## src/rtl/bmi_pkg.sv

```systemverilog
`timescale 1ns/1ps
package bmi_pkg;
   localparam int unsigned BMI_VAL_W = 64;
   localparam int unsigned BMI_LVL_W = 3;
   typedef logic [BMI_LVL_W-1:0] lvl_t;
endpackage

```

## src/rtl/bmi_period.sv

```systemverilog
`timescale 1ns/1ps
module bmi_period import bmi_pkg::*; #(
   parameter int unsigned VAL_W = BMI_VAL_W,
   localparam int unsigned FLD_W = $clog2(VAL_W)
) (
   input  logic [VAL_W-1:0] val,
   input  logic             sz32,
   output lvl_t             lvl
);
   logic [FLD_W-1:1] halves_eq;

   for (genvar k = 1; k < FLD_W; k++) begin : g_cmp
      localparam int unsigned H = 2 ** k;
      assign halves_eq[k] = (val[H-1:0] == val[2*H-1:H]);
   end

   always_comb begin
      int unsigned top;
      logic        stop;
      top  = sz32 ? FLD_W - 1 : FLD_W;
      lvl  = lvl_t'(top);
      stop = 1'b0;
      for (int k = FLD_W - 1; k >= 1; k--) begin
         if (k < top && !stop) begin
            if (halves_eq[k]) lvl = lvl_t'(k);
            else              stop = 1'b1;
         end
      end
   end
endmodule

```

## src/rtl/bmi_run.sv

```systemverilog
`timescale 1ns/1ps
module bmi_run import bmi_pkg::*; #(
   parameter int unsigned VAL_W = BMI_VAL_W,
   localparam int unsigned FLD_W = $clog2(VAL_W),
   localparam int unsigned NSLOT = 2 ** BMI_LVL_W
) (
   input  logic [VAL_W-1:0] val,
   input  lvl_t             lvl,
   output logic             single,
   output logic [FLD_W-1:0] rot,
   output logic [FLD_W-1:0] ones
);
   logic             ok_a   [0:NSLOT-1];
   logic [FLD_W-1:0] rot_a  [0:NSLOT-1];
   logic [FLD_W-1:0] ones_a [0:NSLOT-1];

   for (genvar l = 0; l < NSLOT; l++) begin : g_lvl
      if (l >= 1 && l <= FLD_W) begin : g_on
         localparam int unsigned S = 2 ** l;
         logic [S-1:0]     elem, rise;
         logic [FLD_W-1:0] pos;
         assign elem = val[S-1:0];
         assign rise = elem & ~{elem[S-2:0], elem[S-1]};
         always_comb begin
            pos = '0;
            for (int i = 0; i < S; i++)
               if (rise[i]) pos = FLD_W'(i);
         end
         assign ok_a[l]   = ($countones(rise) == 1);
         assign rot_a[l]  = pos;
         assign ones_a[l] = FLD_W'($countones(elem));
      end else begin : g_off
         assign ok_a[l]   = 1'b0;
         assign rot_a[l]  = '0;
         assign ones_a[l] = '0;
      end
   end

   assign single = ok_a[lvl];
   assign rot    = rot_a[lvl];
   assign ones   = ones_a[lvl];
endmodule

```

## src/rtl/bmi_pack.sv

```systemverilog
`timescale 1ns/1ps
module bmi_pack import bmi_pkg::*; #(
   parameter int unsigned VAL_W = BMI_VAL_W,
   localparam int unsigned FLD_W = $clog2(VAL_W),
   localparam int unsigned CODE_W = 2 * FLD_W + 1
) (
   input  lvl_t              lvl,
   input  logic [FLD_W-1:0]  rot,
   input  logic [FLD_W-1:0]  ones,
   output logic [CODE_W-1:0] code
);
   logic [FLD_W-1:0] szm1, immr, imms, len_m1;

   assign szm1   = FLD_W'((1 << lvl) - 1);
   assign immr   = (~rot + FLD_W'(1)) & szm1;
   assign len_m1 = ones - FLD_W'(1);
   assign imms   = {~szm1[FLD_W-2:0], 1'b0} | len_m1;
   assign code   = {szm1[FLD_W-1], immr, imms};
endmodule

```

## src/rtl/bmi_encoder.sv

```systemverilog
`timescale 1ns/1ps
module bmi_encoder import bmi_pkg::*; #(
   parameter int unsigned VAL_W = BMI_VAL_W,
   parameter bit          OUT_REG = 1'b1,
   localparam int unsigned FLD_W = $clog2(VAL_W),
   localparam int unsigned CODE_W = 2 * FLD_W + 1,
   localparam int unsigned HALF = VAL_W / 2
) (
   input  logic              clk,
   input  logic              rst_n,
   input  logic              in_vld,
   input  logic [VAL_W-1:0]  in_val,
   input  logic              in_sz32,
   output logic              out_vld,
   output logic              out_ok,
   output logic [CODE_W-1:0] out_code
);
   if (VAL_W != 64) begin : g_bad_width
      $error("bmi_encoder: VAL_W must be 64");
   end

   lvl_t              lvl;
   logic              single, reject, enc;
   logic [FLD_W-1:0]  rot, ones;
   logic [CODE_W-1:0] raw_code, code_c;

   assign reject = (in_val == '0) || (in_val == '1) ||
                   (in_sz32 && ((in_val[VAL_W-1:HALF] != '0) ||
                                (in_val[HALF-1:0] == '1)));

   bmi_period #(.VAL_W(VAL_W)) u_period (
      .val (in_val), .sz32(in_sz32), .lvl(lvl));

   bmi_run #(.VAL_W(VAL_W)) u_run (
      .val(in_val), .lvl(lvl), .single(single), .rot(rot), .ones(ones));

   bmi_pack #(.VAL_W(VAL_W)) u_pack (
      .lvl(lvl), .rot(rot), .ones(ones), .code(raw_code));

   assign enc    = !reject && single;
   assign code_c = enc ? raw_code : '0;

   if (OUT_REG) begin : g_reg
      always_ff @(posedge clk or negedge rst_n) begin
         if (!rst_n) begin
            out_vld  <= 1'b0;
            out_ok   <= 1'b0;
            out_code <= '0;
         end else begin
            out_vld  <= in_vld;
            out_ok   <= in_vld && enc;
            out_code <= in_vld ? code_c : '0;
         end
      end
   end else begin : g_comb
      assign out_vld  = in_vld;
      assign out_ok   = in_vld && enc;
      assign out_code = in_vld ? code_c : '0;
   end
endmodule

```

## config.mk

```make
export PLATFORM = sky130hd
export DESIGN_NAME = bmi_encoder
export DESIGN_NICKNAME = d
export VERILOG_FILES = /design/src/rtl/bmi_pkg.sv /design/src/rtl/bmi_period.sv /design/src/rtl/bmi_run.sv /design/src/rtl/bmi_pack.sv /design/src/rtl/bmi_encoder.sv
export SDC_FILE = /design/constraint.sdc
export NUM_CORES = 1
export LEC_CHECK = 0
export BUFFER_PORTS_ARGS = -buffer_cell sky130_fd_sc_hd__buf_2
export CORE_MARGIN = 2
export CORE_UTILIZATION = 45
export DETAILED_ROUTE_END_ITERATION = 7
export PLACE_DENSITY_LB_ADDON = 0.08
export SYNTH_ARGS = -nofsm -noshare
export SYNTH_HDL_FRONTEND = slang
export SYNTH_SLANG_ARGS = --single-unit
```

## constraint.sdc

```tcl
create_clock -name clk -period 0.8 [get_ports clk]
set_input_delay 0.08 -clock clk [delete_from_list [all_inputs] [get_ports clk]]
set_output_delay 0.08 -clock clk [all_outputs]
set_load 0.02 [all_outputs]
```

* Yosys cells after proc, flatten, opt, wreduce, memory -nomap -nowiden
Index checks and enable logic that the tools add are counted.
** Storage, ports and cells
- Flip-flop bits (word level) :: 15
- Bits of input ports :: 68
- Output and inout port bits :: 15
- Logic and storage cells :: 393
** Operators by class
- Add/sub/neg operators :: 186
- Order comparisons :: 6
- Eq/ne operators :: 13
- Shift operators :: 1
- Muxes and demuxes :: 150
- Bitwise operators :: 17
- Reduce and logical (&&, ||, !) cells :: 17
** Operators with widths (number)
- $add 32x32->32 :: 57
- $mux 6 :: 36
- $eq 32x2->1 const B :: 6
- $add 1x1->2 :: 95
- $add 6x6->6 :: 31
- $mux 5 :: 32
- $mux 4 :: 24
- $mux 3 :: 26
- $and 64x64->64 :: 1
- $eq 64x64->1 const B :: 1
- $logic_not 64->1 :: 1
- $lt 2x32->1 const A :: 2
- $lt 3x32->1 const A :: 2
- $not 64->64 :: 1
- $bmux 6 s3 :: 2
- $and 32x32->32 :: 1
- $eq 32x32->1 :: 1
- $eq 32x32->1 const B :: 1
- $lt 1x32->1 const A :: 1
- $not 32->32 :: 1
- $reduce_bool 32->1 :: 1
- $mux 13 :: 2
- $mux 2 :: 11
- $and 16x16->16 :: 1
- 26 further kinds :: 53

* Logic depth before layout (Yosys ltp)
- Depth in word-level cells :: 73
- Mapped depth :: 40
- Gate-level depth less buffers :: 39

* Hierarchy
Synthesis repeated with hierarchy kept, for this count alone.
** Unflattened totals
- Cell total of the unflattened synthesis :: 997
- Area, all modules :: 8509.4 sq um
** Modules (own cells, without submodules)
- bmi_run :: instances 1, cells each 775, area an instance 6532.5 sq um, sequential area each 0.0 sq um
- bmi_encoder :: instances 1, cells each 90, area an instance 915.9 sq um, sequential area each 375.4 sq um
- bmi_period :: instances 1, cells each 95, area an instance 809.5 sq um, sequential area each 0.0 sq um
- bmi_pack :: instances 1, cells each 37, area an instance 251.5 sq um, sequential area each 0.0 sq um

* Worst setup path after synthesis
Ideal clock, no wire load.
- Path kind :: input to register
- Start :: input in_val[0]
- End :: register out_code[5]
- Setup time :: 0.119 ns
- Arrival time :: 9.672 ns
- Required time :: 0.681 ns
- Slack :: -8.991 ns
- Stages :: 39
- Buffers on the path :: 1
- Cells stage by stage :: buf_4 -> inv_1 -> ha_1 -> ha_1 -> fa_1 -> fa_1 -> ha_1 -> fa_1 -> inv_1 -> fa_1 -> fa_1 -> inv_1 -> fa_1 -> fa_1 -> inv_1 -> fa_1 -> inv_1 -> fa_1 -> [... 3 more ...] -> fa_1 -> inv_1 -> fa_1 -> xnor2_1 -> xnor2_1 -> fa_1 -> inv_1 -> fa_1 -> inv_1 -> fa_1 -> inv_1 -> a21o_1 -> a21oi_1 -> xor2_1 -> a21oi_1 -> nor4_4 -> xnor2_1 -> o21a_1
** Between the ends
- Word-level cells in the longest chain between the ends :: 23
- Elaborated cells on any way between the ends :: 99
- Classes of those cells :: add/sub (29); eq/ne (13); shift (1); mux (26); bitwise (15); reduce/logical (15)
** Ends and longest elaborated chain
- from (decl) :: RTL line bmi_encoder.sv:12 : input logic [VAL_W-1:0] in_val,
- parallel branches: the longest is 21 deep, another holds $add 32x32->32
- $mux 13 (*) :: RTL line bmi_encoder.sv:41 : assign code_c = enc ? raw_code : '0;
- $mux 13 (*) :: RTL line bmi_encoder.sv:52 : out_code <= in_vld ? code_c : '0;
- to (signal assigned) :: RTL line bmi_encoder.sv:52
- to (decl) :: RTL line bmi_encoder.sv:16 : output logic [CODE_W-1:0] out_code
Mark *: on every way between the ends. The select of a mux whose other input is x is not followed.

* Worst setup path after layout
- Start :: input in_val[1]
- End :: register out_code[5]
The elaborated chain is that of the path after synthesis.

==> metrics <==
post-synthesis net count=about 1,500; Slew @ Worst Pin=roughly 0.70 ns; diode count=0; CP most frequent cell=fa_1; Max Slew Vio Count=0; GP Congestion=0.971; violated checks=setup timing; Area contributors post-synth=fa_1 30%, ha_1 23%, inv_1 10%; Setup crit start kind=primary input; crit path max-delay cell type=fa_1; largest net degree at the start of global routing=16; # rows=54; clock sinks=15; mapped cell area=around 10000 um^2; CP Max Fanout=3; Final Hold Vio Count=0; final setup TNS=-89.40 ns; core footprint=between 20,000 and 25,000 um^2; # DRC=0; DR pass1 iterations=4; CP max stage delay=approximately 0.56 ns; Synth area leader=fa_1; Worst Path Arrival=slightly above 9 ns; Buffers on Ports=just over 80; RSZ-0062 raised after global routing=yes; CTS tree=done; clock tree root driver cell=clkbuf_16; Final Util=between 60% and 70%; antenna violation net count after detailed routing=0; io pins=just over 80; die area=23,100 um^2; GR Overflow Total=0; vias in the first global route=between 10,000 and 15,000; Final period util=1150%; area fraction of the dominant cell type after synthesis=29.7%; Max H-tree Level=1; max_cap viols=0; HP Class=in -> reg; YS warnings=0; CTS buffer count=3; worst IR drop on VDD=between 0.006 and 0.007 V; Pwr Total=slightly above 0.06 W; Synth-to-Final Area Change=43.9%; Initial Util=45.5%; Setup WS post-layout=-8.39 ns; CTS clk-pin slew, worst paths=0.05 ns; initial antenna violation count=0; Top FF cell, synth=dfrtp_1; Critical Path RT=0.93 ns; post-synth cell types=between 60 and 70; register area share after synthesis=between 3 and 4%; Vias=just over 9,000; Slew HR=between 50 and 60%; Longest Clk Path Bufs=2; Synth async-reset ratio=between 90% and 100%; final WL=approximately 36,000 um; HPWL after DPL=32,200 um; Tmin final=between 9 and 10 ns; fmax=0.109 GHz; Final nets=~1,900; number of synthesized flops with an enable pin=0; Die Ht=around 150 um; Mapped Cells=around 1,100; DRT iter0 DRCs=549; crit path kind=in -> reg; pwr dens=between 4000 and 5000 nW/um^2; GRT Overall Usage=31.9%; wire per inst=slightly below 20 um; number of synthesized register bits=15; Die W=~150 um; layout cell share with drive strength beyond 1=between 30% and 40%; CP Capture Type=flip-flop; Via-to-Cell Ratio=~5.1; Synth Area per Inst=8.80 um^2; final setup fails=29; status=finished with violations; global-route wire length before repair=about 56,000 um; LEAKAGE=roughly 7.3 nW
[final cells by class]
cell class                      count  area, um^2
Sequential cell                    15         375
Multi-Input combinational cell    810        8880
Timing Repair Buffer              449        3420
Clock buffer                        3        75.1
Fill cell                        1901        7470
Inverter                          269        1040
Tap cell                          280         350
Clock inverter                      1        5.00
[final timing paths]
check,startpoint,end,slack [ns],cells past startpoint
max,in_val[1],out_code[5],-8.39,39
min,in_vld,out_vld,0.09,2
max in group asynchronous,rst_n,out_code[2],0.27,2
min in group asynchronous,rst_n,out_code[5],0.28,2
[placed cells by master (no fill, tap or decap), drive strengths merged, types with 5 or more instances in the layout]
cell    count
buf       448
inv       268
ha        177
fa        146
nor2       58
xnor2      49
a21oi      47
xor2       37
nor4       32
nand4      30
nand2      28
o21ai      25
nor2b      23
nor3       17
dfrtp      15
nand3      14
nand2b     12
a21o       11
and2       10
a211oi      9
or4         7
o211ai      6
o21bai      5
a31oi       5
nor4b       5
[through the flow]
stage / cells / hold slack, ns / cell area, um^2 / setup WS (ns)
floorplan: 1117 / -0.216 / 10100 / -8.29
global placement: 1798 / -0.00479 / 13300 / -8.54
detailed placement: 1798 / 0.00247 / 13300 / -8.75
CTS: 1815 / 0.0828 / 13700 / -8.34
global route: 1827 / 0.0865 / 14200 / -8.71
finish: 1827 / 0.0873 / 14200 / -8.39
[repair_timing]
action / 4_1_cts / 5_1_grt
setup endpoints to repair: 29 / 29
setup buffers: 12 / 13
hold buffers: 1 / 0
cloned: 0 / 0
gates resized for setup: 75 / 93
endpoints found under the hold margin: 15 / 0
pin swaps: 44 / 40
[report_power, final]
group	internal, W	switching, W	leakage (nW)
clock	0.000668	0.000312	0.0409
sequential	0.000884	0.0000691	0.207
combinational	0.0302	0.0294	7.06
total	0.0317	0.0298	7.30
[synthesized netlist by cell type, drive strengths merged, types with 3 or more instances]
master,number
inv,269
ha,177
fa,146
nor2,58
xnor2,49
a21oi,47
xor2,37
nor4,32
nand4,30
nand2,28
o21ai,25
nor2b,23
nor3,17
dfrtp,15
buf,14
nand3,14
nand2b,12
a21o,11
and2,10
a211oi,9
clkbuf,9
or4,7
o211ai,6
a31oi,5
nor4b,5
o21bai,5
a22oi,4
and3,4
o21a,4
a2111oi,3
a21boi,3
o311ai,3
o31a,3
[critical path, delay by kind of cell]
kind | cells | cell delay [ns]
XOR/XNOR | 4 | 0.61
adder cells (fa/ha/maj) | 17 | 6.91
AO/OA/AOI/OAI | 7 | 0.98
buffers and inverters | 10 | 0.65
AND/OR/NAND/NOR | 1 | 0.08
[registers in the layout, indices dropped and copies added (netlist names)]
register / flops
out_ok: 1
out_code: 13
out_vld: 1
[routing by layer]
layer  global-route usage [%]  part of all wire [%]  up-vias
li1                         -                     -     4466
met3                     5.11                   7.0       64
met5                        0                     0        -
met1                     43.9                    44     4489
met4                     7.61                   3.0        0
met2                     52.8                    46      329
[logic make-up (layout without fill, tap and decap cells)]
| kind of cell | after synthesis | count (layout) | synth area share (%) |
|---|---|---|---|
| other cells | 1 | 1 | 0.0381 |
| xor+xnor | 86 | 86 | 7.66 |
| flops | 15 | 15 | 3.82 |
| mux | 3 | 3 | 0.318 |
| fa+ha+maj | 323 | 323 | 52.2 |
| compound gates | 147 | 147 | 10.0 |
| buf+inv | 292 | 722 | 11.7 |
| simple gates | 250 | 250 | 14.2 |
(Power assumes the default switching activity.)
